## config.mk

```make
export PLATFORM = sky130hd
export DESIGN_NAME = gpio_irq_front
export DESIGN_NICKNAME = d
export VERILOG_FILES = /design/src/rtl/gpio_irq_pkg.sv /design/src/rtl/gpio_irq_sync.sv /design/src/rtl/gpio_irq_line.sv /design/src/rtl/gpio_irq_regs.sv /design/src/rtl/gpio_irq_front.sv
export SDC_FILE = /design/constraint.sdc
export NUM_CORES = 1
export LEC_CHECK = 0
export ABC_AREA = 1
export BUFFER_PORTS_ARGS = -buffer_cell sky130_fd_sc_hd__buf_2
export CAP_MARGIN = 30
export CORE_MARGIN = 2
export CORE_UTILIZATION = 30
export CTS_BUF_LIST = sky130_fd_sc_hd__clkbuf_4
export DETAILED_ROUTE_END_ITERATION = 10
export SLEW_MARGIN = 10
export SYNTH_ARGS = -nofsm -noshare
export SYNTH_HDL_FRONTEND = slang
export SYNTH_HIERARCHICAL = 1
export SYNTH_SLANG_ARGS = --single-unit
```

## constraint.sdc

```tcl
create_clock -name clk -period 2.6 [get_ports clk]
set_input_delay 0.26 -clock clk [delete_from_list [all_inputs] [get_ports clk]]
set_output_delay 0.26 -clock clk [all_outputs]
set_load 0.02 [all_outputs]
```

## src/rtl/gpio_irq_pkg.sv

```systemverilog
package gpio_irq_pkg;
  localparam int unsigned BUS_W = 32;

  localparam logic [7:0] OFS_ENABLE  = 8'h30;
  localparam logic [7:0] OFS_MASK    = 8'h34;
  localparam logic [7:0] OFS_TRIGGER = 8'h38;
  localparam logic [7:0] OFS_POLAR   = 8'h3c;
  localparam logic [7:0] OFS_MSTAT   = 8'h40;
  localparam logic [7:0] OFS_RSTAT   = 8'h44;
  localparam logic [7:0] OFS_EOI     = 8'h4c;

  typedef enum logic [2:0] {
    SEL_NONE,
    SEL_ENABLE,
    SEL_MASK,
    SEL_TRIGGER,
    SEL_POLAR,
    SEL_MSTAT,
    SEL_RSTAT,
    SEL_EOI
  } reg_sel_e;
endpackage

```

## src/rtl/gpio_irq_sync.sv

```systemverilog
module gpio_irq_sync #(
  parameter int unsigned WIDTH  = 32,
  parameter int unsigned STAGES = 2
) (
  input  logic             clk,
  input  logic             rst_n,
  input  logic [WIDTH-1:0] async_i,
  output logic [WIDTH-1:0] sync_o
);
  logic [WIDTH-1:0] stage_q [STAGES];

  always_ff @(posedge clk or negedge rst_n) begin
    if (!rst_n) begin
      for (int s = 0; s < STAGES; s++) stage_q[s] <= '0;
    end else begin
      stage_q[0] <= async_i;
      for (int s = 1; s < STAGES; s++) stage_q[s] <= stage_q[s-1];
    end
  end

  assign sync_o = stage_q[STAGES-1];
endmodule

```

## src/rtl/gpio_irq_line.sv

```systemverilog
module gpio_irq_line (
  input  logic clk,
  input  logic rst_n,
  input  logic in_s,
  input  logic en,
  input  logic lvl_mode,
  input  logic act_high,
  input  logic eoi_clr,
  output logic hit,
  output logic latch_q,
  output logic raw
);
  logic prev_q;
  logic act_now;
  logic act_prev;

  always_ff @(posedge clk or negedge rst_n) begin
    if (!rst_n) prev_q <= 1'b0;
    else        prev_q <= in_s;
  end

  assign act_now  = ~(in_s ^ act_high);
  assign act_prev = ~(prev_q ^ act_high);
  assign hit      = en & ~lvl_mode & act_now & ~act_prev;

  always_ff @(posedge clk or negedge rst_n) begin
    if (!rst_n)                latch_q <= 1'b0;
    else if (!en || lvl_mode)  latch_q <= 1'b0;
    else if (hit)              latch_q <= 1'b1;
    else if (eoi_clr)          latch_q <= 1'b0;
  end

  assign raw = en & (lvl_mode ? act_now : latch_q);
endmodule

```

## src/rtl/gpio_irq_regs.sv

```systemverilog
module gpio_irq_regs
  import gpio_irq_pkg::*;
#(
  parameter int unsigned NLINES = 32,
  parameter int unsigned ADDR_W = 8
) (
  input  logic              clk,
  input  logic              rst_n,
  input  logic              bus_we,
  input  logic [ADDR_W-1:0] bus_addr,
  input  logic [BUS_W-1:0]  bus_wdata,
  output logic [BUS_W-1:0]  bus_rdata,
  input  logic [NLINES-1:0] raw_stat,
  output logic [NLINES-1:0] en_q,
  output logic [NLINES-1:0] mask_q,
  output logic [NLINES-1:0] lvl_q,
  output logic [NLINES-1:0] pol_q,
  output logic [NLINES-1:0] msk_stat,
  output logic [NLINES-1:0] eoi_clr
);
  reg_sel_e sel;
  logic [BUS_W-1:0] rd_mux;

  function automatic logic [BUS_W-1:0] widen(input logic [NLINES-1:0] v);
    logic [BUS_W-1:0] r;
    r = '0;
    r[NLINES-1:0] = v;
    return r;
  endfunction

  always_comb begin
    sel = SEL_NONE;
    if      (bus_addr == ADDR_W'(OFS_ENABLE))  sel = SEL_ENABLE;
    else if (bus_addr == ADDR_W'(OFS_MASK))    sel = SEL_MASK;
    else if (bus_addr == ADDR_W'(OFS_TRIGGER)) sel = SEL_TRIGGER;
    else if (bus_addr == ADDR_W'(OFS_POLAR))   sel = SEL_POLAR;
    else if (bus_addr == ADDR_W'(OFS_MSTAT))   sel = SEL_MSTAT;
    else if (bus_addr == ADDR_W'(OFS_RSTAT))   sel = SEL_RSTAT;
    else if (bus_addr == ADDR_W'(OFS_EOI))     sel = SEL_EOI;
  end

  always_ff @(posedge clk or negedge rst_n) begin
    if (!rst_n) begin
      en_q   <= '0;
      mask_q <= '0;
      lvl_q  <= '0;
      pol_q  <= '0;
    end else if (bus_we) begin
      unique case (sel)
        SEL_ENABLE:  en_q   <= bus_wdata[NLINES-1:0];
        SEL_MASK:    mask_q <= bus_wdata[NLINES-1:0];
        SEL_TRIGGER: lvl_q  <= bus_wdata[NLINES-1:0];
        SEL_POLAR:   pol_q  <= bus_wdata[NLINES-1:0];
        default: ;
      endcase
    end
  end

  assign eoi_clr  = (bus_we && sel == SEL_EOI) ? bus_wdata[NLINES-1:0] : '0;
  assign msk_stat = raw_stat & ~mask_q;

  always_comb begin
    unique case (sel)
      SEL_ENABLE:  rd_mux = widen(en_q);
      SEL_MASK:    rd_mux = widen(mask_q);
      SEL_TRIGGER: rd_mux = widen(lvl_q);
      SEL_POLAR:   rd_mux = widen(pol_q);
      SEL_MSTAT:   rd_mux = widen(msk_stat);
      SEL_RSTAT:   rd_mux = widen(raw_stat);
      default:     rd_mux = '0;
    endcase
  end

  assign bus_rdata = rd_mux;
endmodule

```

## src/rtl/gpio_irq_front.sv

```systemverilog
module gpio_irq_front
  import gpio_irq_pkg::*;
#(
  parameter int unsigned NLINES = 32,
  parameter int unsigned ADDR_W = 8
) (
  input  logic              clk,
  input  logic              rst_n,
  input  logic [NLINES-1:0] gpio_in,
  input  logic              bus_we,
  input  logic [ADDR_W-1:0] bus_addr,
  input  logic [BUS_W-1:0]  bus_wdata,
  output logic [BUS_W-1:0]  bus_rdata,
  output logic              irq_o
);
  logic [NLINES-1:0] in_s;
  logic [NLINES-1:0] en_q, mask_q, lvl_q, pol_q;
  logic [NLINES-1:0] raw_stat, msk_stat, eoi_clr;
  logic [NLINES-1:0] hit, latch_q;

  gpio_irq_sync #(.WIDTH(NLINES), .STAGES(2)) u_sync (
    .clk     (clk),
    .rst_n   (rst_n),
    .async_i (gpio_in),
    .sync_o  (in_s)
  );

  for (genvar i = 0; i < NLINES; i++) begin : g_line
    gpio_irq_line u_line (
      .clk      (clk),
      .rst_n    (rst_n),
      .in_s     (in_s[i]),
      .en       (en_q[i]),
      .lvl_mode (lvl_q[i]),
      .act_high (pol_q[i]),
      .eoi_clr  (eoi_clr[i]),
      .hit      (hit[i]),
      .latch_q  (latch_q[i]),
      .raw      (raw_stat[i])
    );
  end

  gpio_irq_regs #(.NLINES(NLINES), .ADDR_W(ADDR_W)) u_regs (
    .clk       (clk),
    .rst_n     (rst_n),
    .bus_we    (bus_we),
    .bus_addr  (bus_addr),
    .bus_wdata (bus_wdata),
    .bus_rdata (bus_rdata),
    .raw_stat  (raw_stat),
    .en_q      (en_q),
    .mask_q    (mask_q),
    .lvl_q     (lvl_q),
    .pol_q     (pol_q),
    .msk_stat  (msk_stat),
    .eoi_clr   (eoi_clr)
  );

  assign irq_o = |msk_stat;
endmodule

```

==> results.ini, run 1 <==
[outcome]
status = finished, final reports clean

[timing]
setup_ws_ps = 15.83
worst_pin_slew_ps = 653.5
setup_viol = 0
finalCritPeriodShare_pct = 99.39
hold_violations = 0
period_needed_ps = 2584
rsz0062_at_grt = yes
slew_violations = 0
skew_ps = 21.46
timing.fmax_ghz = 0.3870
whs_ps = 75.93
slew_headroom_pct = 56.43

[cts]
clkLatencyLatePin_ps = 730
cts_tree = yes
clk_pin_slew_ps = 60
cts_buffers = 76
cts_sinks = 256
clockRootBuffer = clkbuf_4
clockBufferDepth = 3
htreeDepth = 3

[pwr]
total_power_mw = 8.880
p_clk_share_pct = 42.2
irDropWorstVdd_v = 0.0002409
seqPwrFrac_pct = 49.0
switching_share_pct = 26.83
intPower_mw = 6.498
comb_power_share_pct = 8.9
power_density_nw_per_um2 = 528.7
leakagePower_nw = 8.744
p_sw_mw = 2.383

[setup_path]
worst_setup_path_end_kind = output pin
crit_type = reg2out
worstSetupStartpointType = flop
cp_cell_sequence = inv_2 -> nand2_1 -> nand2_1 -> o21ai_2 -> inv_1 -> nor2_2 -> nor2_4 -> nand4_1 -> nor2_4 -> nand2_2 -> buf_6
cp.required_ps = 2340
arrival_ps = 2320
path_buf_inv = 3
critPathSlowestCell = dfrtp_1
path_delay_family = simple AND/OR/NAND/NOR gates
path_max_fanout = 4
cpPeakStageDelay_ps = 420

[layout]
design_area_um2 = 16800
fillers = 4563
fin_cells = 2762
drive_gt1_share_pct = 20.56
syn_to_final_growth_pct = 23.62
finalNetCount = 2197

[routing]
drt-initial-drc-count = 735
wl_per_cell_um = 13.91
routed_wirelength_um = 38410
detail-route-antenna-nets = 0
via_count = 12330
vias_per_cell = 4.465
drt_pre_antenna_iters = 5
drc_errors = 0

[logic_synthesis]
avgSynthCellArea_um2 = 7.223
synth_nets = 1956
yosysWarnings = 6
syn_inst = 1881
syn_area_um2 = 13590

[global_routing]
globalRouteMet2Util_pct = 25.73
overflow = 0
antenna_found_initial = 1
grt.met3_usage_pct = 3.298
first_global_vias = 11820
grt_usage_pct = 16.58
top_usage_layer = met2
grt_max_degree = 68
grt_pass1_wl_um = 61730
met1_usage_pct = 22.66

[placement]
port-buffer-count = 107
dp_slack_ps = 467.6
place_inst = 2511
gp_congestion = 0.8020
dp.final_hpwl_um = 23910
dpl_cell_area_um2 = 14650

[run]
maxCapViolations = 0

[floorplan]
fp.dieW_um = 216.8
fp-row-count = 77
start_util_pct = 30.59
coreArea_um2 = 44410
dieArea_um2 = 47010
die_h_um = 216.8
top_level_ports = 108

[worst_hold_path]
hold_class = in2async

[cell usage in the layout, fill, tap and decap left out, drive strengths merged]
cell type,n
o21ai,182
clkinv,11
diode,1
clkbuf,109
nand3,174
inv,293
nand2,569
nand3b,32
bufinv,1
dfrtp,256
buf,197
nor2,277
nand4,1
dlygate4sd3,65
and2,2
[final cells by class]
cell class,instances,area (µm²),area share [%]
inverter,289,1085,6.459
clock inverter,16,86.33,0.5140
multi-input combinational,1237,5633,33.54
timing repair buffer,262,2013,11.99
sequential,256,6417,38.21
clock buffer,109,818.3,4.872
tap,592,740.7,4.410
antenna,1,2.502,0.01490
[per-layer routing]
layer / routed length (µm) / vias up
met3: 2537 / 72
met1: 17720 / 5673
li1: - / 6234
met5: 0 / -
met4: 1011 / 0
met2: 17140 / 352
[path summary, 6_finish.rpt]
path / start / endpoint / slack, ps / depth (start not counted)
setup / recovery: u_regs/pol_q[2]$_DFFE_PN0P_ / irq_o / 20 / 11
hold / removal: rst_n / u_sync/sync_o[9]$_DFF_PN0_ / 80 / 2
setup reg to reg: u_regs/pol_q[2]$_DFFE_PN0P_ / g_line[2].u_line/latch_q$_DFFE_PN0P_ / 60 / 20
hold reg to reg: u_sync/stage_q[41]$_DFF_PN0_ / u_sync/sync_o[9]$_DFF_PN0_ / 340 / 0
max in group asynchronous: rst_n / u_regs/pol_q[0]$_DFFE_PN0P_ / 1730 / 3
min in group clk: bus_we / u_regs/en_q[10]$_DFFE_PN0P_ / 100 / 3
[sequential cells by signal (all words and copies together), names as in the netlist]
name,flops
u_regs/en_q,32
u_sync/stage_q,32
u_regs/pol_q,32
u_sync/sync_o,32
g_line.u_line/prev_q,32
u_regs/lvl_q,32
g_line.u_line/latch_q,32
u_regs/mask_q,32
[stage by stage]
step / setup TNS (ps) / utilization (%)
global route: -137.6 / 37.82
finish: 0 / 37.82
global placement: 0 / 32.98
CTS: -67.73 / 36.99
detailed placement: 0 / 32.98
floorplan: 0 / -
[power by group through the flow]
stage	clock network, mW	logic [mW]	registers [mW]
floorplan	0	0.411	4.35
global placement	0	0.612	4.41
detailed placement	0	0.627	4.42
CTS	3.93	0.747	4.34
global route	4.14	0.896	4.37
finish	3.75	0.788	4.35
[repair_timing]
| item | in CTS | in global routing |
|---|---|---|
| setup endpoints to repair | 2 | 18 |
| cloned | 0 | 0 |
| hold buffers | 65 | 0 |
| pin swaps | 5 | 21 |
| gates resized for setup | 11 | 57 |
| setup buffers | 26 | 35 |
| endpoints found under the hold margin | 448 | 0 |
(Power assumes the default switching activity.)
==> run 2: changes to the inputs <==
- CELL_PAD_IN_SITES_DETAIL_PLACEMENT: default -> 2
- CELL_PAD_IN_SITES_GLOBAL_PLACEMENT: default -> 2
- PLACE_DENSITY_LB_ADDON: default -> 0.1
==> run 2 against run 1 <==
  * Non-clock buffer count increased by 20
  * Wire length is 27% higher
  * Final cell count rose by 1.2%
  * Clock skew rose by 12 ps
  * Final area increased by 2.7%
  * Global-route usage rose by 4.7 points
  * Combinational power is 9.8% higher
  * The flow now finishes with violations (negative setup slack)
  * Worst setup slack worse by 34 ps
  * Highest routed layer unchanged
  * Die area did not move
  * Critical endpoint unchanged
  * Total power is 3.1% higher
==> results.ini, run 2 (synthesis gave the netlist of run 1 again) <==
[pwr]
p_clk_share_pct = 42.9
comb_power_share_pct = 9.4
irDropWorstVdd_v = 0.0002309
p_sw_mw = 2.609
switching_share_pct = 28.49
intPower_mw = 6.550
seqPwrFrac_pct = 47.7
total_power_mw = 9.160
leakagePower_nw = 8.809
power_density_nw_per_um2 = 531.0

[outcome]
violations = negative setup slack
status = complete, but fails checks

[cts]
clockBufferDepth = 3
cts_buffers = 81
htreeDepth = 3
clockRootBuffer = clkbuf_4
clk_pin_slew_ps = 60
clkLatencyLatePin_ps = 780
cts_sinks = 256
cts_tree = yes

[placement]
dpl_cell_area_um2 = 14680
dp.final_hpwl_um = 30960
port-buffer-count = 107
dp_slack_ps = 462.6
place_inst = 2514
gp_congestion = 0.7330

[layout]
syn_to_final_growth_pct = 26.97
fillers = 5310
multi_input_area_um2 = 5763
utilization_pct = 38.84
drive_gt1_share_pct = 25.41
finalNetCount = 2222
final_cell_mix = nand2_1, inv_1, dfrtp_1, nor2_1, nand3_1
fin_cells = 2794
register_area_um2 = 6459
layout_commonest_cell = nand2_1
design_area_um2 = 17250

[setup_path]
timing.rr.start = u_regs/pol_q[25]$_DFFE_PN0P_
crit_type = reg2out
worst_setup_path_end_kind = output pin
endpoint = irq_o
worstSetupStartpointType = flop
worstSetupStartpoint = u_regs/en_q[3]$_DFFE_PN0P_
rrSetupSlack_ps = 1520
path_max_fanout = 4
r2r-end = g_line[25].u_line/latch_q$_DFFE_PN0P_
ff2ff_path_depth = 6
cp.required_ps = 2340
arrival_ps = 2360

[routing]
detail-route-antenna-nets = 0
drt_pre_antenna_iters = 6
routed_wirelength_um = 48940
drc_errors = 0
wl_per_cell_um = 17.52
vias_per_cell = 4.690
via_count = 13110
drt-initial-drc-count = 465

[floorplan]
die_h_um = 216.8
top_level_ports = 108
dieArea_um2 = 47010
fp-row-count = 77
coreArea_um2 = 44410
fp.dieW_um = 216.8
start_util_pct = 30.59

[timing]
timing.fmax_ghz = 0.3819
setup_ws_ps = -18.34
whs_ps = 126.2
setup_tns_ps = -18.34
rsz0062_at_grt = yes
period_needed_ps = 2618
finalCritPeriodShare_pct = 100.7
slew_violations = 0
setup_viol = 1
slew_headroom_pct = 48.99
hold_violations = 0
worst_pin_slew_ps = 765.2
skew_ps = 33.26

[global_routing]
grt_usage_pct = 21.32
antenna_found_initial = 1
grt_pass1_wl_um = 78630
first_global_vias = 14430
overflow = 0
grt_max_degree = 66

[worst_hold_path]
hold_class = in2reg

[run]
maxCapViolations = 0

-- run 2: cell types whose count changed in the layout (fill, tap and decap cells not counted), sizes merged --
cell,before,now
bufinv,1,0
clkbuf,109,116
buf,197,215
clkinv,11,18
inv,293,291
dlygate4sd3,65,67
diode,1,2
-- run 2: how the worst min path moves through the flow --
stage | start | to | slack [ps] | cells past startpoint
final | gpio_in[17] | u_sync/stage_q[49]$_DFF_PN0_ | 130 | 2
after global routing | gpio_in[17] | u_sync/stage_q[49]$_DFF_PN0_ | 60 | 2
after CTS | gpio_in[23] | u_sync/stage_q[55]$_DFF_PN0_ | 10 | 2
after detailed placement | rst_n | u_sync/stage_q[40]$_DFF_PN0_ | 290 | 1
after global placement | rst_n | u_sync/stage_q[40]$_DFF_PN0_ | 290 | 1
after floorplan | rst_n | g_line[0].u_line/latch_q$_DFFE_PN0P_ | -40 | 0
-- run 2: power by group through the flow --
stage	Sequential, mW	Combinational [mW]	Clock (mW)
2_1_floorplan	4.35	0.411	0
3_3_place_gp	4.42	0.650	0
3_5_place_dp	4.43	0.680	0
4_1_cts	4.36	0.809	4.15
5_1_grt	4.40	0.981	4.38
6_report	4.37	0.865	3.93
-- run 2: final cells by class --
type / instances / area share, %
Tap cell: 592 / 4.294
Timing Repair Buffer: 282 / 13.06
Inverter: 289 / 6.288
Clock buffer: 116 / 5.048
Antenna cell: 2 / 0.02901
Sequential cell: 256 / 37.44
Clock inverter: 20 / 0.4352
Multi-Input combinational cell: 1237 / 33.41
-- run 2: repair_timing --
item                                    in CTS  in global routing
resized for setup                           36                154
hold buffers                                67                  0
endpoints found under the hold margin      448                  0
setup buffers                               28                 47
endpoints found under the setup margin      13                 32
cloned                                       0                  0
pin swaps                                    9                 41
-- run 2: per-layer routing --
| layer | GRT usage [%] | vias up | share of wire, % | wire length (µm) |
|---|---|---|---|---|
| met2 | 36.41 | 190 | 49 | 23750 |
| li1 | - | 6277 | - | - |
| met4 | 7.283 | 0 | 2.3 | 1129 |
| met1 | 27.31 | 6551 | 46 | 22340 |
| met3 | 3.592 | 87 | 3.5 | 1718 |
| met5 | 0 | - | 0 | 0 |
-- run 2: worst max-delay path, cell delays in order, from the launching register on --
cell     delay [ps]
dfrtp_1         410
inv_1            80
nor2_2           40
nand2_1          80
o21ai_2          70
inv_1            80
nor2_2           40
nor2_2          150
nand4_1         210
nor2_4          170
nand2_2         100
buf_6           140
